File: src/rtl/boot_sum_pkg.sv
package boot_sum_pkg;

  typedef enum logic [2:0] {
    PH_WAIT,
    PH_READ,
    PH_CHECK,
    PH_GO,
    PH_FAIL
  } phase_t;

  typedef struct packed {
    logic clear;   // restart address and sum
    logic accept;  // take rdData into sum, step address
  } dpStrobe_t;

endpackage

File: src/rtl/boot_sum_dp.sv
module boot_sum_dp
  import boot_sum_pkg::*;
#(
  parameter int DATA_W    = 32,
  parameter int ADDR_W    = 32,
  parameter int NUM_WORDS = 8,
  parameter logic [ADDR_W-1:0] BASE_ADDR = '0
) (
  input  logic              clk,
  input  logic              rstN,
  input  dpStrobe_t         strobe,
  input  logic [DATA_W-1:0] rdData,
  output logic [ADDR_W-1:0] rdAddr,
  output logic              lastWord,
  output logic              sumZero
);

  localparam int IDX_W      = $clog2(NUM_WORDS) + 1;
  localparam int BYTE_SHIFT = $clog2(DATA_W / 8);

  logic [IDX_W-1:0]  wordIdx;
  logic [DATA_W-1:0] runSum;

  always_ff @(posedge clk) begin
    if (!rstN || strobe.clear) begin
      wordIdx <= '0;
      runSum  <= '0;
    end else if (strobe.accept) begin
      wordIdx <= wordIdx + 1'b1;
      runSum  <= runSum + rdData;  // carry out of the top bit is dropped
    end
  end

  assign rdAddr   = BASE_ADDR + (ADDR_W'(wordIdx) << BYTE_SHIFT);
  assign lastWord = (wordIdx == IDX_W'(NUM_WORDS - 1));
  assign sumZero  = (runSum == '0);

  // no word beyond the image is ever accepted
  p_idx_window_r4: assert property (@(posedge clk) disable iff (!rstN)
    strobe.accept |-> (wordIdx < IDX_W'(NUM_WORDS)));

endmodule

File: src/rtl/boot_sum_ctl.sv
module boot_sum_ctl
  import boot_sum_pkg::*;
(
  input  logic      clk,
  input  logic      rstN,
  input  logic      stDone,
  input  logic      stPass,
  input  logic      rdAck,
  input  logic      lastWord,
  input  logic      sumZero,
  output dpStrobe_t strobe,
  output logic      rdReq,
  output logic      busy,
  output logic      startExec,
  output logic      failOut
);

  phase_t phase, phaseNext;

  always_ff @(posedge clk) begin
    if (!rstN) phase <= PH_WAIT;
    else       phase <= phaseNext;
  end

  always_comb begin
    phaseNext = phase;
    unique case (phase)
      PH_WAIT:  if (stDone) phaseNext = stPass ? PH_READ : PH_FAIL;
      PH_READ:  if (rdAck && lastWord) phaseNext = PH_CHECK;
      PH_CHECK: phaseNext = sumZero ? PH_GO : PH_FAIL;
      PH_GO:    phaseNext = PH_GO;
      PH_FAIL:  phaseNext = PH_FAIL;
      default:  phaseNext = PH_FAIL;
    endcase
  end

  assign rdReq        = (phase == PH_READ);
  assign strobe.clear  = (phase == PH_WAIT);
  assign strobe.accept = rdReq && rdAck;
  assign startExec    = (phase == PH_GO);
  assign failOut      = (phase == PH_FAIL);
  assign busy         = !(startExec || failOut);

  // the two verdicts exclude each other
  p_verdict_excl_r7: assert property (@(posedge clk) disable iff (!rstN)
    !(startExec && failOut));

  // start stays latched
  p_go_sticky_r7: assert property (@(posedge clk) disable iff (!rstN)
    startExec |=> startExec);

  // failure stays latched
  p_fail_sticky_r7: assert property (@(posedge clk) disable iff (!rstN)
    failOut |=> failOut);

  // a failed part never reads memory
  p_fail_noreq_r3: assert property (@(posedge clk) disable iff (!rstN)
    failOut |-> !rdReq);

  // no read while the self-test is still running
  p_wait_noreq_r2: assert property (@(posedge clk) disable iff (!rstN)
    (phase == PH_WAIT) |-> !rdReq);

endmodule

File: src/rtl/boot_sum_gate.sv
module boot_sum_gate
  import boot_sum_pkg::*;
#(
  parameter int DATA_W    = 32,
  parameter int ADDR_W    = 32,
  parameter int NUM_WORDS = 8,
  parameter logic [ADDR_W-1:0] BASE_ADDR = '0
) (
  input  logic              clk,
  input  logic              rstN,
  input  logic              stDone,
  input  logic              stPass,
  output logic              rdReq,
  output logic [ADDR_W-1:0] rdAddr,
  input  logic              rdAck,
  input  logic [DATA_W-1:0] rdData,
  output logic              busy,
  output logic              startExec,
  output logic              failOut
);

  dpStrobe_t strobe;
  logic      lastWord;
  logic      sumZero;

  boot_sum_ctl u_ctl (
    .clk       (clk),
    .rstN      (rstN),
    .stDone    (stDone),
    .stPass    (stPass),
    .rdAck     (rdAck),
    .lastWord  (lastWord),
    .sumZero   (sumZero),
    .strobe    (strobe),
    .rdReq     (rdReq),
    .busy      (busy),
    .startExec (startExec),
    .failOut   (failOut)
  );

  boot_sum_dp #(
    .DATA_W    (DATA_W),
    .ADDR_W    (ADDR_W),
    .NUM_WORDS (NUM_WORDS),
    .BASE_ADDR (BASE_ADDR)
  ) u_dp (
    .clk      (clk),
    .rstN     (rstN),
    .strobe   (strobe),
    .rdData   (rdData),
    .rdAddr   (rdAddr),
    .lastWord (lastWord),
    .sumZero  (sumZero)
  );

  // address held steady while a request waits
  p_req_hold_r4: assert property (@(posedge clk) disable iff (!rstN)
    (rdReq && !rdAck) |=> (rdReq && $stable(rdAddr)));

endmodule

File: config.mk
export PLATFORM = sky130hd
export DESIGN_NAME = boot_sum_gate
export DESIGN_NICKNAME = d
export VERILOG_FILES = /design/src/rtl/boot_sum_pkg.sv /design/src/rtl/boot_sum_dp.sv /design/src/rtl/boot_sum_ctl.sv /design/src/rtl/boot_sum_gate.sv
export SDC_FILE = /design/constraint.sdc
export NUM_CORES = 1
export LEC_CHECK = 0
export BUFFER_PORTS_ARGS = -buffer_cell sky130_fd_sc_hd__buf_2
export CAP_MARGIN = 10
export CORE_MARGIN = 5
export CORE_UTILIZATION = 40
export CTS_CLUSTER_DIAMETER = 80
export DETAILED_ROUTE_END_ITERATION = 8
export SLEW_MARGIN = 20
export SYNTH_ARGS = -nofsm -noshare
export SYNTH_HDL_FRONTEND = slang
export SYNTH_HIERARCHICAL = 1
export SYNTH_SLANG_ARGS = --single-unit
File: constraint.sdc
create_clock -name clk -period 2.5 [get_ports clk]
set_input_delay 0.25 -clock clk [delete_from_list [all_inputs] [get_ports clk]]
set_output_delay 0.25 -clock clk [all_outputs]
set_load 0.05 [all_outputs]
* Word-level counts from Yosys, hierarchy flattened *
Cells that the tools add are included.

storage, ports and cells
  latch bits = 0
  word-level logic and storage cells = 26
  memories = 0
  bits of input ports = 37
  output and inout port bits = 36
  memory bits (writable) = 0
  ROM bits = 0
  register bits = 39

operators by class
  $lt $le $gt $ge = 0
  multiply operators = 0
  add/sub/neg operators = 2
  divide/modulo/power cells = 0
  reduce and logical (&&, ||, !) cells = 9
  muxes and demuxes = 5
  bitwise gates (word level) = 0
  shifts and indexed selects = 0
  equality and inequality tests = 7

operators with widths
  kind                 number
  $add 32x32->32       1
  $logic_not 32->1     1
  $mux 3               4
  $pmux 3 s4           1
  $eq 3x2->1 const B   2
  $add 4x1->4 const B  1
  $eq 4x3->1 const B   1
  $ne 2x2->1 const B   2
  $eq 3x1->1 const B   1
  $eq 3x3->1 const B   1
  $logic_not 3->1      1
  $logic_and 1x1->1    2
  $logic_not 1->1      2
  $logic_or 1x1->1     2
  $reduce_and 2->1     1

* Depth between registers and ports, before layout *
  depth after elaboration = 4
  depth in mapped cells = 9
  depth with buffers taken out = 9

* Hierarchy *
The synthesis kept the hierarchy.

modules (own cells, without submodules)
  module        cells each  instances  seq. area each (um^2)  area an instance (um^2)
  boot_sum_dp   427         1          720.7                  3,378.2
  boot_sum_ctl  25          1          60.1                   202.7

* Worst setup path before layout *
Ideal clock, no wire load.

  path type = register to register
  start = register u_ctl.phase[0]
  end = register u_dp.wordIdx[1]
  buffers on the path = 3
  library setup time = 0.128 ns
  arrival = 2.902 ns
  stages on the path, launching flop included = 8
  data required time = 2.372 ns
  clock period less this slack = 3.030 ns
  slack = -0.530 ns
  path through = dfxtp_1 > buf_4 > nor3b_1 > and2_1 > clkbuf_1 > clkbuf_1 > mux2i_1 > nor2_1

RTL lines
  element                   RTL line            text
  start: declaration        boot_sum_ctl.sv:18  phase_t phase, phaseNext;
  start signal: assignment  boot_sum_ctl.sv:22  else phase <= phaseNext;
  end signal: assignment    boot_sum_dp.sv:29   wordIdx <= wordIdx + 1'b1;
  end: declaration          boot_sum_dp.sv:21   logic [IDX_W-1:0] wordIdx;

* Worst setup path in the final report *
  start = register u_dp.runSum[0]
  end = register u_dp.runSum[26]

on the way
  word-level cells in the longest chain between the ends = 1

ends and longest elaborated chain
  element                   RTL line           text
  start: declaration        boot_sum_dp.sv:22  logic [DATA_W-1:0] runSum;
  start signal: assignment  boot_sum_dp.sv:30  runSum <= runSum + rdData;
  $add 32x32->32            boot_sum_dp.sv:30

No other way between the ends.
A chain may end at the register's enable or synchronous reset.

==> flow_summary_export.csv <==
group,metric,value,unit
outcome,outcome,"finished clean",
route,wl,10160,microns
floorplan,fp.dieH,104.6,microns
clock_tree,cts_tree,"yes",
power,intPower,1092,uW
power,p_per_area,396.9,mW/mm^2
floorplan,io_pins,73,
route,drt_iter0_markers,243,
yosys,synth_cell_types,66,
placed_design,place_congestion,0.9092,
placed_design,hpwl,7886,microns
critical_path,r2r_cells,9,
critical_path,crit_arrival,2.59,ns
sta,fmax,0.4138,GHz
sta,fin_crit,2.417,ns
finish,final_common_cell,"buf_2",
route,viasPerCell,5.684,
sta,relSlewSlack,44.19,%
clock_tree,cts_root_buf,"clkbuf_8",
yosys,yosysSeqAreaShare,21.80,%
finish,antenna_cells,0,
sta,rsz0062_at_grt,"true",
yosys,synth_top_cell_area_share,21.80,%
critical_path,r2r-start,"u_dp/runSum[0]",
critical_path,crit_start,"u_dp/runSum[0]",
route,drtAntennaViolNets,0,
finish,utilization,48.02,%
sta,fin_crit_sh,96.67,%
global_routing,grt_pass1_vias,3397,
critical_path,endpoint_kind,"flop",
yosys,yosysTopAreaCell,"dfxtp_1",
clock_tree,clock_latency,0.30,ns
power,combPwrFrac,26.7,%
route,vias,3524,
clock_tree,clkSlewWorstSetupHoldPaths,0.08,ns
floorplan,chipWidth,104.6,microns
clock_tree,ctsHoldBuffers,0,
critical_path,cp-start-kind,"flop",
critical_path,r2r-end,"u_dp/runSum[26]",
route,drc_errors,0,
yosys,syn_avg_cell_area,7.922,sq um
worst_hold_path,min_to,"u_ctl/phase[2]",
global_routing,antenna_found_initial,0,
finish,drive_gt1_share,22.07,%
floorplan,rows,34,
yosys,ys_warn_count,6,
floorplan,initial_utilization,41.06,%
route,firstDrtPassIters,5,
critical_path,rrSetupSlack,0.08,ns
yosys,synth-main-ff-cell,"dfxtp_1",
critical_path,worst-setup-path-type,"reg -> reg",
floorplan,die-area,0.01094,sq mm
clock_tree,clock_path_buffers,2,
sta,slew_violations,0,
finish,final_area,0.004188,sq mm
power,ir_drop,228.4,uV
yosys,synth_edf_count,0,
power,p_seq_share,38.8,%
yosys,ys_ff_latch,39,
yosys,ys_async_sr_fraction,0,%
power,power,1662,uW
sta,worst_hold_slack,0.2241,ns
global_routing,grt_pass1_wl,16390,microns
placed_design,placed_area,0.003920,sq mm
critical_path,path_max_fanout,4,
power,swShare,34.30,%
worst_hold_path,hp-class,"in -> reg",
power,pwr-share-clk,34.5,%
critical_path,required,2.68,ns
route,wl_per_cell,16.39,microns
yosys,synth_cells,452,
placed_design,port_buffers,44,
global_routing,overflow,0,
power,p_switching,570.1,uW
finish,most-common-layout-cells,"44 x buf_2, 41 x nor2_1, 38 x dfxtp_1",
global_routing,grt_max_degree,27,
yosys,synth.area.top_cells,"dfxtp_1 22%, ha_1 11%, buf_4 6.1%, a21oi_1 4.6%, nor2_1 4.5%",
finish,nNetsFinal,581,
run,drv_cap,0,
floorplan,core,0.008721,sq mm
yosys,mappedNetlistArea,0.003581,sq mm
sta,finClkSkew,0.01228,ns
clock_tree,cts.sinks,39,
global_routing,grt_usage,17.73,%
sta,setup_viol,0,
clock_tree,htree_levels,2,
power,p_leak,0.001868,uW
worst_hold_path,whs_path_depth,2,
finish,syn_to_final_growth,16.95,%
sta,worstMarginPinSlew,0.8340,ns
sta,hold_viol,0,
clock_tree,cts_made_buffers,5,
worst_hold_path,min_from,"rstN",
## state kept, by name, summed over array words and instances (netlist names)
register / cells
u_dp/wordIdx: 4
u_dp/runSum: 32
u_ctl/phase: 3
## power by group through the flow
stage | Sequential [uW] | Clock (uW) | Combinational, uW
5_1_grt | 647 | 615 | 481
6_report | 645 | 574 | 443
2_1_floorplan | 654 | 0 | 356
3_3_place_gp | 660 | 0 | 427
4_1_cts | 645 | 588 | 433
3_5_place_dp | 660 | 0 | 429
## area by class of cell
type                       instances  area, sq um
fill                             847         4533
multi-input combinational        386         2701
sequential                        39        784.5
timing repair buffer              70        415.4
tap                              108        135.1
clock buffer                       6        82.58
clock inverter                     2        35.03
inverter                           9        33.78
## Yosys cell counts (9+ instances only)
| master | n |
|---|---|
| a21o_1 | 14 |
| a21oi_1 | 33 |
| buf_4 | 29 |
| clkbuf_1 | 14 |
| dfxtp_1 | 39 |
| ha_1 | 32 |
| inv_1 | 9 |
| mux2i_1 | 14 |
| nand2_1 | 36 |
| nand3_1 | 12 |
| nand4_1 | 13 |
| nor2_1 | 43 |
| nor4_1 | 10 |
| o21ai_0 | 20 |
| xnor2_1 | 16 |
## layer usage
layer  share of wire, %  wire length (microns)  global-route usage [%]
met5                  0                      0                       0
met4                1.9                    198                   5.479
met1                 46                   4714                   24.31
met3                6.1                    621                   2.959
met2                 46                   4630                   28.55
## through the flow
| stage | setup WS, ns | TNS (ns) | std cells |
|---|---|---|---|
| after global routing | -0.04900 | -0.09042 | 620 |
| after detailed placement | -0.02263 | -0.03356 | 607 |
| after CTS | -0.004927 | -0.004927 | 615 |
| after floorplan | 0.02814 | 0 | 479 |
| after global placement | 0.04991 | 0 | 607 |
| final | 0.08314 | 0 | 620 |
## kinds of logic after synthesis
kind of cell | synth area share, %
adder cells (fa/ha/maj) | 11.74
multiplexers | 4.332
AO/OA/AOI/OAI | 23.90
buffers and inverters | 8.910
AND/OR/NAND/NOR | 23.59
other | 0.1047
XOR/XNOR | 5.625
flip-flops | 21.80
## worst max path at each step
| stage | endpoint | slack (ns) | depth (start not counted) |
|---|---|---|---|
| floorplan | busy | 0.03 | 3 |
| global placement | u_dp/runSum[18] | 0.05 | 9 |
| detailed placement | u_dp/runSum[18] | -0.02 | 9 |
| CTS | u_dp/runSum[30] | -0.005 | 9 |
| global route | u_dp/runSum[30] | -0.05 | 9 |
| finish | u_dp/runSum[26] | 0.08 | 9 |
## repair_timing
action	in CTS	in global routing
gates resized for setup	2	22
buffers inserted	0	5
setup endpoints to repair	3	15
pin swaps	0	8
## critical path: stages, from the launching register on
cell       delay (ns)
dfxtp_4          0.36
ha_4             0.14
fa_2             0.23
a21oi_2          0.06
nand4b_1         0.32
a2111oi_4        0.54
nor4b_4          0.11
o31ai_2          0.30
xnor2_1          0.16
o21ai_1          0.07
(Power assumes the default switching activity.)
